File: src/rtl/idtree_pkg.sv
package idtree_pkg;

    localparam int CODE_W = 8;

    localparam logic [CODE_W-1:0] CODE_NO_PRESENCE = 8'hFF;
    localparam logic [CODE_W-1:0] CODE_DATA_FAULT  = 8'hFE;
    localparam logic [CODE_W-1:0] CODE_LAST_FOUND  = 8'h00;

    localparam logic OP_BUS_RESET = 1'b0;
    localparam logic OP_TIME_SLOT = 1'b1;

    typedef enum logic [2:0] {
        S_IDLE,
        S_RESET,
        S_CMD,
        S_RD_BIT,
        S_RD_CMP,
        S_WRITE,
        S_FINISH
    } state_t;

    typedef enum logic [1:0] {
        RES_DISC,
        RES_NOPRES,
        RES_FAULT
    } res_kind_t;

endpackage

File: src/rtl/idtree_branch.sv
module idtree_branch
    import idtree_pkg::*;
#(
    parameter int ID_BITS = 64,
    localparam int IDX_W = $clog2(ID_BITS + 1)
) (
    input  logic              bit_true,
    input  logic              bit_cmp,
    input  logic [IDX_W-1:0]  idx,
    input  logic [CODE_W-1:0] prev_disc,
    input  logic              prev_bit,
    output logic              dir,
    output logic              fault,
    output logic              take_one
);

    logic [CODE_W-1:0] idx_wide;
    logic              conflict;
    logic              past_mark;
    logic              follow_old;

    always_comb begin
        idx_wide   = CODE_W'(idx);
        fault      = bit_true & bit_cmp;
        conflict   = ~bit_true & ~bit_cmp;
        past_mark  = prev_disc > idx_wide;
        follow_old = prev_bit & (prev_disc != idx_wide);
        take_one   = conflict & (past_mark | follow_old);
        dir        = conflict ? take_one : bit_true;
    end

endmodule

File: src/rtl/idtree_collect.sv
module idtree_collect
    import idtree_pkg::*;
#(
    parameter int ID_BITS = 64,
    localparam int IDX_W = $clog2(ID_BITS + 1),
    localparam int POS_W = $clog2(ID_BITS)
) (
    input  logic               clk,
    input  logic               rst_n,
    input  logic               clear_all,
    input  logic [CODE_W-1:0]  prev_disc_in,
    input  logic [ID_BITS-1:0] prev_id_in,
    input  logic [IDX_W-1:0]   idx,
    input  logic               shift_en,
    input  logic               dir_in,
    input  logic               mark_en,
    input  logic               res_load,
    input  res_kind_t          res_kind,
    output logic [CODE_W-1:0]  prev_disc_q,
    output logic               prev_bit,
    output logic [ID_BITS-1:0] found_id,
    output logic [CODE_W-1:0]  result_code
);

    localparam logic [IDX_W-1:0] ID_TOP = IDX_W'(ID_BITS);

    logic [ID_BITS-1:0] prev_id_q;
    logic [CODE_W-1:0]  next_disc_q;
    logic [IDX_W-1:0]   pos;
    logic [POS_W-1:0]   pos_lo;
    logic [CODE_W-1:0]  code_val;

    always_comb begin
        pos      = ID_TOP - idx;
        pos_lo   = pos[POS_W-1:0];
        prev_bit = prev_id_q[pos_lo];
    end

    always_ff @(posedge clk or negedge rst_n) begin
        if (!rst_n) begin
            prev_id_q   <= '0;
            prev_disc_q <= '0;
        end else if (clear_all) begin
            prev_id_q   <= prev_id_in;
            prev_disc_q <= prev_disc_in;
        end
    end

    for (genvar g = 0; g < ID_BITS; g++) begin : g_idbit
        always_ff @(posedge clk or negedge rst_n) begin
            if (!rst_n) begin
                found_id[g] <= 1'b0;
            end else if (clear_all) begin
                found_id[g] <= 1'b0;
            end else if (shift_en && (pos == IDX_W'(g))) begin
                found_id[g] <= dir_in;
            end
        end
    end

    always_ff @(posedge clk or negedge rst_n) begin
        if (!rst_n) begin
            next_disc_q <= CODE_LAST_FOUND;
        end else if (clear_all) begin
            next_disc_q <= CODE_LAST_FOUND;
        end else if (mark_en) begin
            next_disc_q <= CODE_W'(idx);
        end
    end

    always_comb begin
        unique case (res_kind)
            RES_NOPRES: code_val = CODE_NO_PRESENCE;
            RES_FAULT:  code_val = CODE_DATA_FAULT;
            default:    code_val = next_disc_q;
        endcase
    end

    always_ff @(posedge clk or negedge rst_n) begin
        if (!rst_n) begin
            result_code <= CODE_LAST_FOUND;
        end else if (clear_all) begin
            result_code <= CODE_LAST_FOUND;
        end else if (res_load) begin
            result_code <= code_val;
        end
    end

endmodule

File: src/rtl/idtree_fsm.sv
module idtree_fsm
    import idtree_pkg::*;
#(
    parameter int          ID_BITS  = 64,
    parameter logic [7:0]  CMD_BYTE = 8'hF0,
    localparam int IDX_W = $clog2(ID_BITS + 1),
    localparam int CNT_W = 3
) (
    input  logic             clk,
    input  logic             rst_n,
    input  logic             start,
    input  logic             eng_done,
    input  logic             eng_rbit,
    input  logic             dir,
    input  logic             fault,
    input  logic             take_one,
    output logic             eng_req,
    output logic             eng_op,
    output logic             eng_wbit,
    output logic             search_done,
    output logic [IDX_W-1:0] idx,
    output logic             rd_bit_q,
    output logic             dir_q,
    output logic             clear_all,
    output logic             shift_en,
    output logic             mark_en,
    output logic             res_load,
    output res_kind_t        res_kind
);

    localparam logic [IDX_W-1:0] ID_TOP  = IDX_W'(ID_BITS);
    localparam logic [IDX_W-1:0] IDX_END = IDX_W'(1);
    localparam logic [CNT_W-1:0] CNT_END = '1;

    state_t           state, state_n;
    logic [CNT_W-1:0] cmd_cnt;
    logic             last_idx;

    assign last_idx = (idx == IDX_END);

    // state register
    always_ff @(posedge clk or negedge rst_n) begin
        if (!rst_n) state <= S_IDLE;
        else        state <= state_n;
    end

    // transitions
    always_comb begin
        state_n = state;
        unique case (state)
            S_IDLE:   if (start)    state_n = S_RESET;
            S_RESET:  if (eng_done) state_n = eng_rbit ? S_CMD : S_FINISH;
            S_CMD:    if (eng_done && (cmd_cnt == CNT_END)) state_n = S_RD_BIT;
            S_RD_BIT: if (eng_done) state_n = S_RD_CMP;
            S_RD_CMP: if (eng_done) state_n = fault ? S_FINISH : S_WRITE;
            S_WRITE:  if (eng_done) state_n = last_idx ? S_FINISH : S_RD_BIT;
            S_FINISH: state_n = S_IDLE;
            default:  state_n = S_IDLE;
        endcase
    end

    // sequencing registers
    always_ff @(posedge clk or negedge rst_n) begin
        if (!rst_n) begin
            cmd_cnt  <= '0;
            idx      <= '0;
            rd_bit_q <= 1'b0;
            dir_q    <= 1'b0;
        end else begin
            if (state == S_RESET) cmd_cnt <= '0;
            else if (state == S_CMD && eng_done) cmd_cnt <= cmd_cnt + 1'b1;

            if (state == S_CMD && eng_done && cmd_cnt == CNT_END) idx <= ID_TOP;
            else if (state == S_WRITE && eng_done) idx <= idx - 1'b1;

            if (state == S_RD_BIT && eng_done) rd_bit_q <= eng_rbit;
            if (state == S_RD_CMP && eng_done) dir_q    <= dir;
        end
    end

    // outputs
    always_comb begin
        eng_req     = 1'b0;
        eng_op      = OP_TIME_SLOT;
        eng_wbit    = 1'b0;
        search_done = 1'b0;
        clear_all   = 1'b0;
        shift_en    = 1'b0;
        mark_en     = 1'b0;
        res_load    = 1'b0;
        res_kind    = RES_DISC;
        unique case (state)
            S_IDLE: begin
                clear_all = start;
            end
            S_RESET: begin
                eng_req = 1'b1;
                eng_op  = OP_BUS_RESET;
                if (eng_done && !eng_rbit) begin
                    res_load = 1'b1;
                    res_kind = RES_NOPRES;
                end
            end
            S_CMD: begin
                eng_req  = 1'b1;
                eng_wbit = CMD_BYTE[cmd_cnt];
            end
            S_RD_BIT: begin
                eng_req  = 1'b1;
                eng_wbit = 1'b1;
            end
            S_RD_CMP: begin
                eng_req  = 1'b1;
                eng_wbit = 1'b1;
                mark_en  = eng_done & take_one;
                if (eng_done && fault) begin
                    res_load = 1'b1;
                    res_kind = RES_FAULT;
                end
            end
            S_WRITE: begin
                eng_req  = 1'b1;
                eng_wbit = dir_q;
                shift_en = eng_done;
                res_load = eng_done & last_idx;
            end
            S_FINISH: begin
                search_done = 1'b1;
            end
            default: begin
                eng_req = 1'b0;
            end
        endcase
    end

endmodule

File: src/rtl/idtree_search.sv
module idtree_search
    import idtree_pkg::*;
#(
    parameter int         ID_BITS  = 64,
    parameter logic [7:0] CMD_BYTE = 8'hF0
) (
    input  logic               clk,
    input  logic               rst_n,
    input  logic               start,
    input  logic [7:0]         prev_disc,
    input  logic [ID_BITS-1:0] prev_id,
    output logic               eng_req,
    output logic               eng_op,
    output logic               eng_wbit,
    input  logic               eng_done,
    input  logic               eng_rbit,
    output logic               search_done,
    output logic [ID_BITS-1:0] found_id,
    output logic [7:0]         result_code
);

    localparam int IDX_W = $clog2(ID_BITS + 1);

    logic [IDX_W-1:0]  idx;
    logic              rd_bit_q, dir_q, dir, fault, take_one;
    logic              clear_all, shift_en, mark_en, res_load;
    res_kind_t         res_kind;
    logic [CODE_W-1:0] prev_disc_q;
    logic              prev_bit;

    idtree_fsm #(.ID_BITS(ID_BITS), .CMD_BYTE(CMD_BYTE)) u_fsm (
        .clk(clk), .rst_n(rst_n), .start(start),
        .eng_done(eng_done), .eng_rbit(eng_rbit),
        .dir(dir), .fault(fault), .take_one(take_one),
        .eng_req(eng_req), .eng_op(eng_op), .eng_wbit(eng_wbit),
        .search_done(search_done), .idx(idx),
        .rd_bit_q(rd_bit_q), .dir_q(dir_q),
        .clear_all(clear_all), .shift_en(shift_en), .mark_en(mark_en),
        .res_load(res_load), .res_kind(res_kind)
    );

    idtree_branch #(.ID_BITS(ID_BITS)) u_branch (
        .bit_true(rd_bit_q), .bit_cmp(eng_rbit), .idx(idx),
        .prev_disc(prev_disc_q), .prev_bit(prev_bit),
        .dir(dir), .fault(fault), .take_one(take_one)
    );

    idtree_collect #(.ID_BITS(ID_BITS)) u_collect (
        .clk(clk), .rst_n(rst_n), .clear_all(clear_all),
        .prev_disc_in(prev_disc), .prev_id_in(prev_id), .idx(idx),
        .shift_en(shift_en), .dir_in(dir_q), .mark_en(mark_en),
        .res_load(res_load), .res_kind(res_kind),
        .prev_disc_q(prev_disc_q), .prev_bit(prev_bit),
        .found_id(found_id), .result_code(result_code)
    );

endmodule

File: config.mk
export PLATFORM = sky130hd
export DESIGN_NAME = idtree_search
export DESIGN_NICKNAME = d
export VERILOG_FILES = /design/src/rtl/idtree_pkg.sv /design/src/rtl/idtree_branch.sv /design/src/rtl/idtree_collect.sv /design/src/rtl/idtree_fsm.sv /design/src/rtl/idtree_search.sv
export SDC_FILE = /design/constraint.sdc
export NUM_CORES = 1
export LEC_CHECK = 0
export ABC_AREA = 1
export CORE_AREA = 10 10 135 137
export CTS_BUF_LIST = sky130_fd_sc_hd__clkbuf_8
export CTS_CLUSTER_DIAMETER = 100
export DETAILED_ROUTE_END_ITERATION = 10
export DIE_AREA = 0 0 145 147
export DONT_BUFFER_PORTS = 1
export PLACE_DENSITY = 0.74
export SLEW_MARGIN = 15
export SYNTH_ARGS = -nofsm -noshare
export SYNTH_HDL_FRONTEND = slang
export SYNTH_HIERARCHICAL = 1
export SYNTH_SLANG_ARGS = --single-unit
File: constraint.sdc
create_clock -name clk -period 4.15 [get_ports clk]
set_input_delay 0.2075 -clock clk [delete_from_list [all_inputs] [get_ports clk]]
set_output_delay 0.2075 -clock clk [all_outputs]
set_load 0.02 [all_outputs]
Word-level counts from Yosys, hierarchy flattened
Memories as Yosys holds them, arrays and structs flattened.
Index checks and enable logic that the tools add are counted.
- flip-flop bits (word level): 167
- bits in read-only memories: 8
- output and inout port bits: 76
- memories kept: 1
- $add $sub $neg: 3
- magnitude comparators: 3
- equal/unequal tests: 80
- muxes and demuxes: 164
- bitwise logic cells: 9
- reductions and logical operators: 146
- memory list (memory ; words ; width ; read ports ; clocked after memory_dff ; write ports ; RTL line ; text):
    (name not given) ; 8 ; 1 ; 1 ; 0 ; 0 ; idtree_fsm.sv:106 ; eng_wbit = CMD_BYTE[cmd_cnt];
- operators by type and width (cell ; number):
    $eq 7x6->1 const B ; 32
    $mux 1 ; 140
    $reduce_bool 2->1 ; 68
    $eq 7x5->1 const B ; 16
    $logic_and 1x1->1 ; 72
    $eq 7x4->1 const B ; 8
    $mux 8 ; 4
    $mux 3 ; 10
    $eq 7x3->1 const B ; 4
    $pmux 3 s6 ; 1
    $pmux 8 s2 ; 1
    $eq 7x1->1 const B ; 2
    $eq 7x2->1 const B ; 2
    $mux 7 ; 2
    $eq 3x3->1 const B ; 4
    $ne 2x2->1 const B ; 5
    $gt 8x7->1 ; 1
    $ne 8x7->1 ; 1
    $logic_not 7->1 ; 1
    $lt 6x7->1 const B ; 1
    $sub 7x1->7 const B ; 1
    $sub 7x7->7 const A ; 1
    $and 1x1->1 ; 6
    $bmux 1 s6 ; 1
    17 further kinds ; 21

Logic depth before layout (Yosys ltp)
Gate-level depths: netlist (run 1).
- depth in word-level cells: 10
- mapped depth: 28
- gate-level depth less buffers: 23

Cells and area by module
The synthesis (run 1) kept the hierarchy.
- by module, submodules not included (module ; times used ; cells an instance ; area each (um^2) ; sequential area each (um^2)):
    idtree_collect ; 1 ; 1072 ; 7826.3 ; 3778.6
    idtree_fsm ; 1 ; 141 ; 1053.5 ; 375.4
    idtree_branch ; 1 ; 45 ; 237.7 ; 0.0

Worst setup path after synthesis (run 1)
OpenSTA, ideal clock, no wires.
- path type: flip-flop to flip-flop
- from: reg u_fsm.idx[0]
- to: reg u_collect.next_disc_q[0]
- library setup time: 83 ps
- arrival time: 3107 ps
- data required time: 4067 ps
- setup slack: 960 ps
- stages on the path, launching flop included: 29
- buffers on the path: 5
- period minus slack after synthesis: 3190 ps
- path through: dfrtp_1 -> buf_6 -> inv_4 -> clkbuf_1 -> ha_1 -> clkbuf_1 -> inv_1 -> buf_2 -> nand3_1 -> nand2_1 -> nand2_1 -> nand2_1 -> nand2_1 -> nand2_1 -> nand2_1 -> nand2_1 -> inv_1 -> nand2_1 -> nor2_1 -> nand2_1 -> nor2_1 -> nand2_1 -> nand2_1 -> inv_1 -> nand2_1 -> nor2_1 -> or2_2 -> clkbuf_1 -> o22ai_1
- longest elaborated chain between the ends: 9
- ends and longest elaborated chain (what ; RTL line ; text):
    start: declaration ; idtree_fsm.sv:21 ; output logic [IDX_W-1:0] idx,
    start signal: assignment ; idtree_fsm.sv:74 ; else if (state == S_WRITE && eng_done) idx <= idx - 1'b1;
    $sub 7x7->7 ; idtree_collect.sv:34 ; pos = ID_TOP - idx;
    $bmux 1 s6 ; idtree_collect.sv:36 ; prev_bit = prev_id_q[pos_lo];
    $mux 1 (implied by the code) ; idtree_collect.sv:36 ;
    net prev_bit ; idtree_search.sv:29 ; logic prev_bit;
    $and 1x1->1 ; idtree_branch.sv:27 ; follow_old = prev_bit & (prev_disc != idx_wide);
    $or 1x1->1 ; idtree_branch.sv:28 ; take_one = conflict & (past_mark | follow_old);
    $and 1x1->1 ; idtree_branch.sv:28 ;
    net take_one ; idtree_search.sv:25 ; logic rd_bit_q, dir_q, dir, fault, take_one;
    $and 1x1->1 ; idtree_fsm.sv:115 ; mark_en = eng_done & take_one;
    $mux 1 ; idtree_fsm.sv:92 ; unique case (state)
    net mark_en ; idtree_search.sv:26 ; logic clear_all, shift_en, mark_en, res_load;
    $reduce_bool 2->1 (no line) ; n/a ;
    end signal: assignment ; idtree_collect.sv:67 ; next_disc_q <= CODE_W'(idx);
    end: declaration ; idtree_collect.sv:28 ; logic [CODE_W-1:0] next_disc_q;
The timed path passes the listed nets, and every way through them passes these cells. The select of a mux whose other input is x is not followed.
A chain may end at the register's enable or synchronous reset.

Worst setup path after layout (run 1)
- from: reg u_fsm.idx[1]
- to: reg u_collect.next_disc_q[2]
The elaborated chain is that of the path after synthesis.

==> impl_metrics.env, run 1 <==
export IMPL_fillers=1335
export IMPL_layout_cells_non_filler=1532
export IMPL_die_w_um=145
export IMPL_max_cap_viol_count=0
export IMPL_synth_area_leaders="dfrtp_1 46%, nand2_1 22%, inv_1 7.2%"
export IMPL_avgSynthCellArea_um2=7.25
export IMPL_start_util_pct=58.5
export IMPL_worst_pin_slew_ns=0.858
export IMPL_slew_viol_final=0
export IMPL_crit_path_end_kind="register"
export IMPL_dr_pass1_iters=6
export IMPL_portBuffers=0
export IMPL_routabilityCongestion=0.852
export IMPL_rsz0062_at_grt="no"
export IMPL_seq_area_frac_synth_pct=45.6
export IMPL_setup_viol=0
export IMPL_cts_clk_slew_worst_paths_ns=0.08
export IMPL_vias=7859
export IMPL_grt_pass1_vias=7542
export IMPL_place_inst=1423
export IMPL_initialDrtViolationCount=648
export IMPL_grt_max_degree=167
export IMPL_clock_sinks=166
export IMPL_remaining_drc_errors=0
export IMPL_num_antenna_cells=0
export IMPL_synthFlopType="dfrtp_1"
export IMPL_clkLatencyLatePin_ns=0.46
export IMPL_synth_edf_count=0
export IMPL_min_path_type="input pin to register"
export IMPL_cpMaxStageDelayCell="ha_1"
export IMPL_crit_top_cell="nand2_1"
export IMPL_fp_coreArea_um2=15600
export IMPL_grt_first_pass_wirelength_mm=38.7
export IMPL_wl_mm=23.5
export IMPL_synth_top_cell_by_area="dfrtp_1"
export IMPL_syn_inst=1258
export IMPL_cp_cell_sequence="inv_1 > ha_1 > inv_1 > nand3_1 > nand2_1 > nand2_1 > nand2_1 > nand2_1 > nand2_1 > nand2_1 > nand2_1 > inv_1 > nand2_1 > nor2_1 > nand2_1 > nor2_1 > nand2_1 > nand2_1 > inv_1 > nand2_1 > nor2_1 > or2_2 > o22ai_1"
export IMPL_drtAntennaViolNets=0
export IMPL_root_buffer="clkbuf_8"
export IMPL_required_ns=4.51
export IMPL_synth_area_um2=9120
export IMPL_fp_dieArea_um2=21300
export IMPL_routedWlPerCell_um=15.3
export IMPL_yosysWarnings=6
export IMPL_num_io_pins=153
export IMPL_fin_crit_ns=3.53
export IMPL_synth_top_area_share_pct=45.6
export IMPL_antenna_found_initial=0
export IMPL_clockBufferDepth=2
export IMPL_slew_headroom_pct=42.8
export IMPL_start_kind="register"
export IMPL_layout_drive_gt1_share_pct=7.14
export IMPL_critPathKind="register to register"
export IMPL_total_power_uw=7010
export IMPL_vdd_drop_max_uv=456
export IMPL_arrival_ns=3.89
export IMPL_fin_nets=1397
export IMPL_routed_via_density=5.13
export IMPL_hpwl_mm=15.5
export IMPL_slowest_delay_ns=0.65
export IMPL_period_share_pct=85.0
export IMPL_chipHeight_um=147
export IMPL_seqCellArea_um2=4150
export IMPL_cp_max_fo=17
export IMPL_async_flop_share_pct=100
export IMPL_htreeDepth=4
export IMPL_cts_buffers=17
export IMPL_finalSetupTns_ns=0
export IMPL_p_leak_uw=0.00568
export IMPL_hold_viol=0
export IMPL_tritoncts="built"
export IMPL_p_per_area_nw_per_um2=674
export IMPL_worst_hold_slack_ns=0.0510
export IMPL_ys_ff_latch=166
export IMPL_areaGrowthSynthToFinish_pct=14.0
export IMPL_rows=46
export IMPL_overflow=0
export IMPL_grt_usage_pct=22.0
export IMPL_multiInputGateArea_um2=3960
export IMPL_synth_nets=1352
export IMPL_fmax_mhz=284
export IMPL_ys_types=37
export IMPL_fin_skew_ns=0.00940
export IMPL_cts_repair_resized=0
export IMPL_outcome="finished clean"
[state kept, by name (all words and copies together) (netlist names), 3 cells and up]
name	count
u_fsm/cmd_cnt	3
u_collect/next_disc_q	7
u_collect/found_id	64
u_collect/prev_disc_q	8
u_fsm/state	3
u_fsm/idx	7
u_collect/prev_id_q	64
u_collect/result_code	8
[layout by cell type (no fill, tap or decap)]
| cell type | count |
|---|---|
| and2_1 | 1 |
| o21ai_1 | 2 |
| nor3_1 | 1 |
| clkinv_1 | 2 |
| or2_2 | 2 |
| nor4_2 | 1 |
| nand2_1 | 537 |
| inv_1 | 178 |
| o21ai_0 | 70 |
| buf_4 | 6 |
| nor3_2 | 1 |
| clkinv_2 | 1 |
| mux2_2 | 1 |
| clkbuf_8 | 19 |
| bufinv_16 | 5 |
| inv_4 | 2 |
| o211ai_1 | 7 |
| nor2_4 | 14 |
| xnor2_1 | 3 |
| buf_16 | 1 |
| xor2_4 | 1 |
| xor2_2 | 2 |
| nand3_2 | 3 |
| a21oi_2 | 1 |
| nor3_4 | 1 |
| a21oi_1 | 5 |
| nand2_4 | 5 |
| nand2_2 | 3 |
| clkinv_4 | 4 |
| o22ai_1 | 7 |
| nor2_2 | 12 |
| dfrtp_1 | 166 |
| nor2_1 | 16 |
| dlygate4sd3_1 | 76 |
| nand3_1 | 126 |
| ha_1 | 17 |
| inv_2 | 7 |
| nand4_1 | 8 |
| clkinvlp_4 | 1 |
| inv_6 | 1 |
[final timing paths]
path                            slack, ns  depth (start not counted)                       end                      from
worst max register to register       0.62                         23  u_collect/next_disc_q[2]              u_fsm/idx[1]
worst max-delay path                 0.62                         23  u_collect/next_disc_q[2]              u_fsm/idx[1]
min in group asynchronous            0.45                          2    u_collect/found_id[28]                     rst_n
max in group asynchronous            3.08                          2  u_collect/next_disc_q[4]                     rst_n
worst min register to register       0.49                          2  u_collect/prev_disc_q[3]  u_collect/prev_disc_q[3]
worst min-delay path                 0.05                          4            u_fsm/state[1]                  eng_done
[per-layer routing]
metal,track usage (%),wire [um],vias to the layer above
li1,-,-,3922
met1,27.3,10100,3657
met2,36.6,11500,250
met3,6.33,1620,30
met4,6.08,320,0
met5,0,0,-
[metrics by stage]
| step | setup WS (ns) | cell area [um^2] | util, % |
|---|---|---|---|
| floorplan | 0.960 | 9120 | - |
| global placement | 0.844 | 9130 | 58.6 |
| detailed placement | 0.669 | 9130 | 58.6 |
| CTS | 0.636 | 10400 | 66.6 |
| global route | 0.165 | 10400 | 66.7 |
| finish | 0.624 | 10400 | 66.7 |
[Yosys cell counts (2+ instances only)]
cell	count
xor2_2	2
o211ai_1	7
o21ai_0	70
nand2_1	538
a21oi_1	5
nand4_1	8
dfrtp_1	166
ha_1	17
buf_1	4
buf_4	6
inv_1	176
nand2_2	3
nor2_1	16
inv_2	7
nand2_4	4
buf_2	4
buf_6	9
o22ai_1	7
inv_4	2
nor2_2	13
nand3_1	126
clkinv_1	2
or2_2	2
nand3_2	3
clkbuf_1	34
nor2_4	13
xnor2_1	3
o21ai_1	2
[cell families after synthesis]
family                     after synthesis  share of synthesized area (%)
and+or+nand+nor                        731                           34.4
buffers and inverters                  245                           11.2
DFF                                    166                           45.6
AOI/OAI and AO/OA                       92                           5.38
adders and majority gates               17                           2.33
xor gates and xnor gates                 6                          0.947
muxes                                    1                          0.123
[power by group]
part	internal [uW]	total, uW	switching (uW)
Clock	747	1340	593
Combinational	943	3260	2310
Sequential	2080	2410	335
Total	3770	7010	3240
[critical path, delay by kind of cell (launching register included)]
kind                     cells  cell delay, ns
AND/OR/NAND/NOR             17            1.49
flip-flops                   1            0.50
AO/OA/AOI/OAI                1            0.14
adder cells (fa/ha/maj)      1            0.65
buffers and inverters        4            0.65
[area by class of cell]
| type | instances | share of cell area (%) |
|---|---|---|
| multi-input cells | 847 | 38.1 |
| clock inverters | 13 | 1.97 |
| flip-flops and latches | 166 | 40.0 |
| repair buffers | 83 | 8.01 |
| well taps | 216 | 2.60 |
| clock buffers | 19 | 2.52 |
| inverters | 188 | 6.88 |
[timing repair]
item                                   4_1_cts  5_1_grt
hold buffers                                77        0
setup buffers                                0        0
endpoints found under the hold margin      242        0
Note: power is estimated with default switching activity, not from simulation.
==> run 2: changes to the inputs <==
==> constraint.sdc (replaced) <==
create_clock -name clk -period 3.55 [get_ports clk]
set_input_delay 0.1775 -clock clk [delete_from_list [all_inputs] [get_ports clk]]
set_output_delay 0.1775 -clock clk [all_outputs]
set_load 0.02 [all_outputs]
==> run 2 against run 1 <==
Net effect: the run now ends with hold timing left; first-iteration DRC count up 30%; register-to-register slack got worse by 0.29 ns; sequential share of layout area about the same; wire length down 2.4%; die area unchanged; count of clock-buffer cells in the layout rose by 1; highest routed layer unchanged; largest cell class unchanged; global-route usage decreased by 0.58 points; flip-flop and latch count did not move; worst setup slack worse by 0.29 ns; clock power up 13%; maximum frequency grew 9.5%.
==> impl_metrics.env, run 2 (synthesis results as in run 1) <==
export IMPL_clock_sinks=166
export IMPL_clockPowerShare_pct=18.6
export IMPL_dr_wl_met3_mm=1.76
export IMPL_critPathKind="register to register"
export IMPL_p_leak_uw=0.00566
export IMPL_dr_pass1_iters=8
export IMPL_internal_power_uw=4420
export IMPL_max_cap_viol_count=0
export IMPL_fin_crit_ns=3.22
export IMPL_root_buffer="clkbuf_8"
export IMPL_clkLatencyLatePin_ns=0.45
export IMPL_worst_pin_slew_ns=0.856
export IMPL_grt_max_degree=167
export IMPL_required_ns=3.91
export IMPL_clockBufferDepth=2
export IMPL_slew_headroom_pct=42.9
export IMPL_critPathTopFamily="simple AND/OR/NAND/NOR gates"
export IMPL_finalSetupTns_ns=0
export IMPL_htreeDepth=4
export IMPL_vdd_drop_max_uv=670
export IMPL_remaining_drc_errors=0
export IMPL_cts_clk_slew_worst_paths_ns=0.09
export IMPL_overflow=0
export IMPL_final_cell_mix="537 x nand2_1, 176 x inv_1, 166 x dfrtp_1"
export IMPL_crit_top_cell="nand2_1"
export IMPL_chipHeight_um=147
export IMPL_slowest_delay_ns=0.49
export IMPL_swShare_pct=45.9
export IMPL_drt_met1_wl_mm=9.77
export IMPL_start_util_pct=58.5
export IMPL_reg_largest_list="u_collect/found_id: 64 flops, u_collect/prev_id_q: 64 flops"
export IMPL_fp_coreArea_um2=15600
export IMPL_die_w_um=145
export IMPL_violations="hold timing"
export IMPL_initialDrtViolationCount=845
export IMPL_start_kind="register"
export IMPL_p_per_area_nw_per_um2=785
export IMPL_hold_viol=166
export IMPL_worst_hold_slack_ns=-0.582
export IMPL_routedWlPerCell_um=14.9
export IMPL_period_share_pct=90.7
export IMPL_fmax_mhz=310
export IMPL_dpl_cell_area_um2=9160
export IMPL_hpwl_mm=15.0
export IMPL_holdBufCountCts=75
export IMPL_cp_max_fo=11
export IMPL_layout_drive_gt1_share_pct=7.59
export IMPL_areaGrowthSynthToFinish_pct=14.0
export IMPL_setup_viol=0
export IMPL_cpMaxStageDelayCell="dfrtp_1"
export IMPL_fin_skew_ns=0.00965
export IMPL_wl_mm=22.9
export IMPL_cts_buffers=17
export IMPL_switchingPower_uw=3740
export IMPL_drtAntennaViolNets=0
export IMPL_portBuffers=0
export IMPL_outcome="complete, but fails checks"
export IMPL_cp_cell_sequence="inv_1 > ha_1 > xnor2_1 > buf_4 > clkinvlp_4 > nand2_1 > nand2_1 > nand2_1 > nand2_1 > nand2_1 > nand2_1 > inv_1 > nand2_1 > nor2_1 > nand2_1 > nor2_1 > nand2_1 > nand2_1 > inv_1 > nand2_1 > nor2_1 > or2_2 > o22ai_1"
export IMPL_min_path_type="input pin to async pin"
export IMPL_crit_path_end_kind="register"
export IMPL_fp_dieArea_um2=21300
export IMPL_final_common_cell="nand2_1"
export IMPL_grt_usage_pct=21.4
export IMPL_grt_pass1_vias=7320
export IMPL_routed_via_density=5.12
export IMPL_tritoncts="built"
export IMPL_antenna_found_initial=1
export IMPL_grt_first_pass_wirelength_mm=37.7
export IMPL_seqPwrFrac_pct=34.5
export IMPL_fin_nets=1399
export IMPL_routabilityCongestion=0.863
export IMPL_vias=7856
export IMPL_combinationalPowerShare_pct=46.9
export IMPL_rows=46
export IMPL_final_cell_area_um2=10400
export IMPL_critical_path_buf_inv_count=5
export IMPL_top_layer="met4"
export IMPL_rsz0062_at_grt="no"
export IMPL_num_io_pins=153
export IMPL_slew_viol_final=0
export IMPL_arrival_ns=3.58
export IMPL_route_met2_wl_mm=10.9
==> run 2: changes by cell type in the layout (fill, tap and decap cells not counted), sizes merged <==
cell,delta
clkinvlp,+4
clkinv,-5
diode,+1
clkbuf,+1
bufinv,-1
buf,+3
dlygate4sd3,-1
==> run 2: area by class of cell <==
class	count	area, um^2
fillers	1305	5200
flip-flops and latches	166	4150
multi-input cells	847	3960
repair buffers	85	838
inverters	188	723
clock buffers	20	275
well taps	216	270
clock inverters	11	173
diodes	1	2.50
==> run 2: repair_timing <==
action | 4_1_cts | 5_1_grt
resized for setup | 0 | 4
setup endpoints to repair | 0 | 8
buffers inserted | 0 | 2
hold endpoints to repair | 242 | 166
==> run 2: path summary, 6_finish.rpt <==
kind | slack [ns] | depth (start not counted) | startpoint | end
worst max-delay path | 0.33 | 23 | u_fsm/idx[1] | u_collect/next_disc_q[5]
worst min-delay path | -0.58 | 0 | rst_n | u_collect/prev_id_q[26]
worst max register to register | 0.33 | 23 | u_fsm/idx[1] | u_collect/next_disc_q[5]
worst min register to register | 0.48 | 2 | u_collect/prev_disc_q[0] | u_collect/prev_disc_q[0]
max in group asynchronous | 3.88 | 0 | rst_n | u_collect/found_id[46]
min in group clk | 0.03 | 3 | eng_done | u_fsm/idx[2]
==> run 2: per-stage QoR <==
stage	total power [uW]	setup slack [ns]	cells	util, %
2_1_floorplan	5850	0.360	1258	-
3_3_place_gp	6410	0.242	1425	58.7
3_5_place_dp	6470	0.0779	1425	58.7
4_1_cts	8070	0.0693	1531	66.4
5_1_grt	8870	0.00780	1534	66.7
6_report	8160	0.329	1534	66.7
==> run 2: power by group through the flow <==
stage | clock [uW] | sequential (uW) | combinational, uW
CTS | 1540 | 2820 | 3710
global placement | 0 | 2830 | 3580
finish | 1520 | 2820 | 3820
detailed placement | 0 | 2850 | 3620
floorplan | 0 | 2740 | 3110
global route | 1630 | 2880 | 4360
==> run 2: per-layer routing <==
metal | up-vias | track usage [%]
met1 | 3597 | 27.6
met2 | 292 | 33.5
met5 | - | 0
li1 | 3933 | -
met4 | 0 | 7.66
met3 | 34 | 6.36
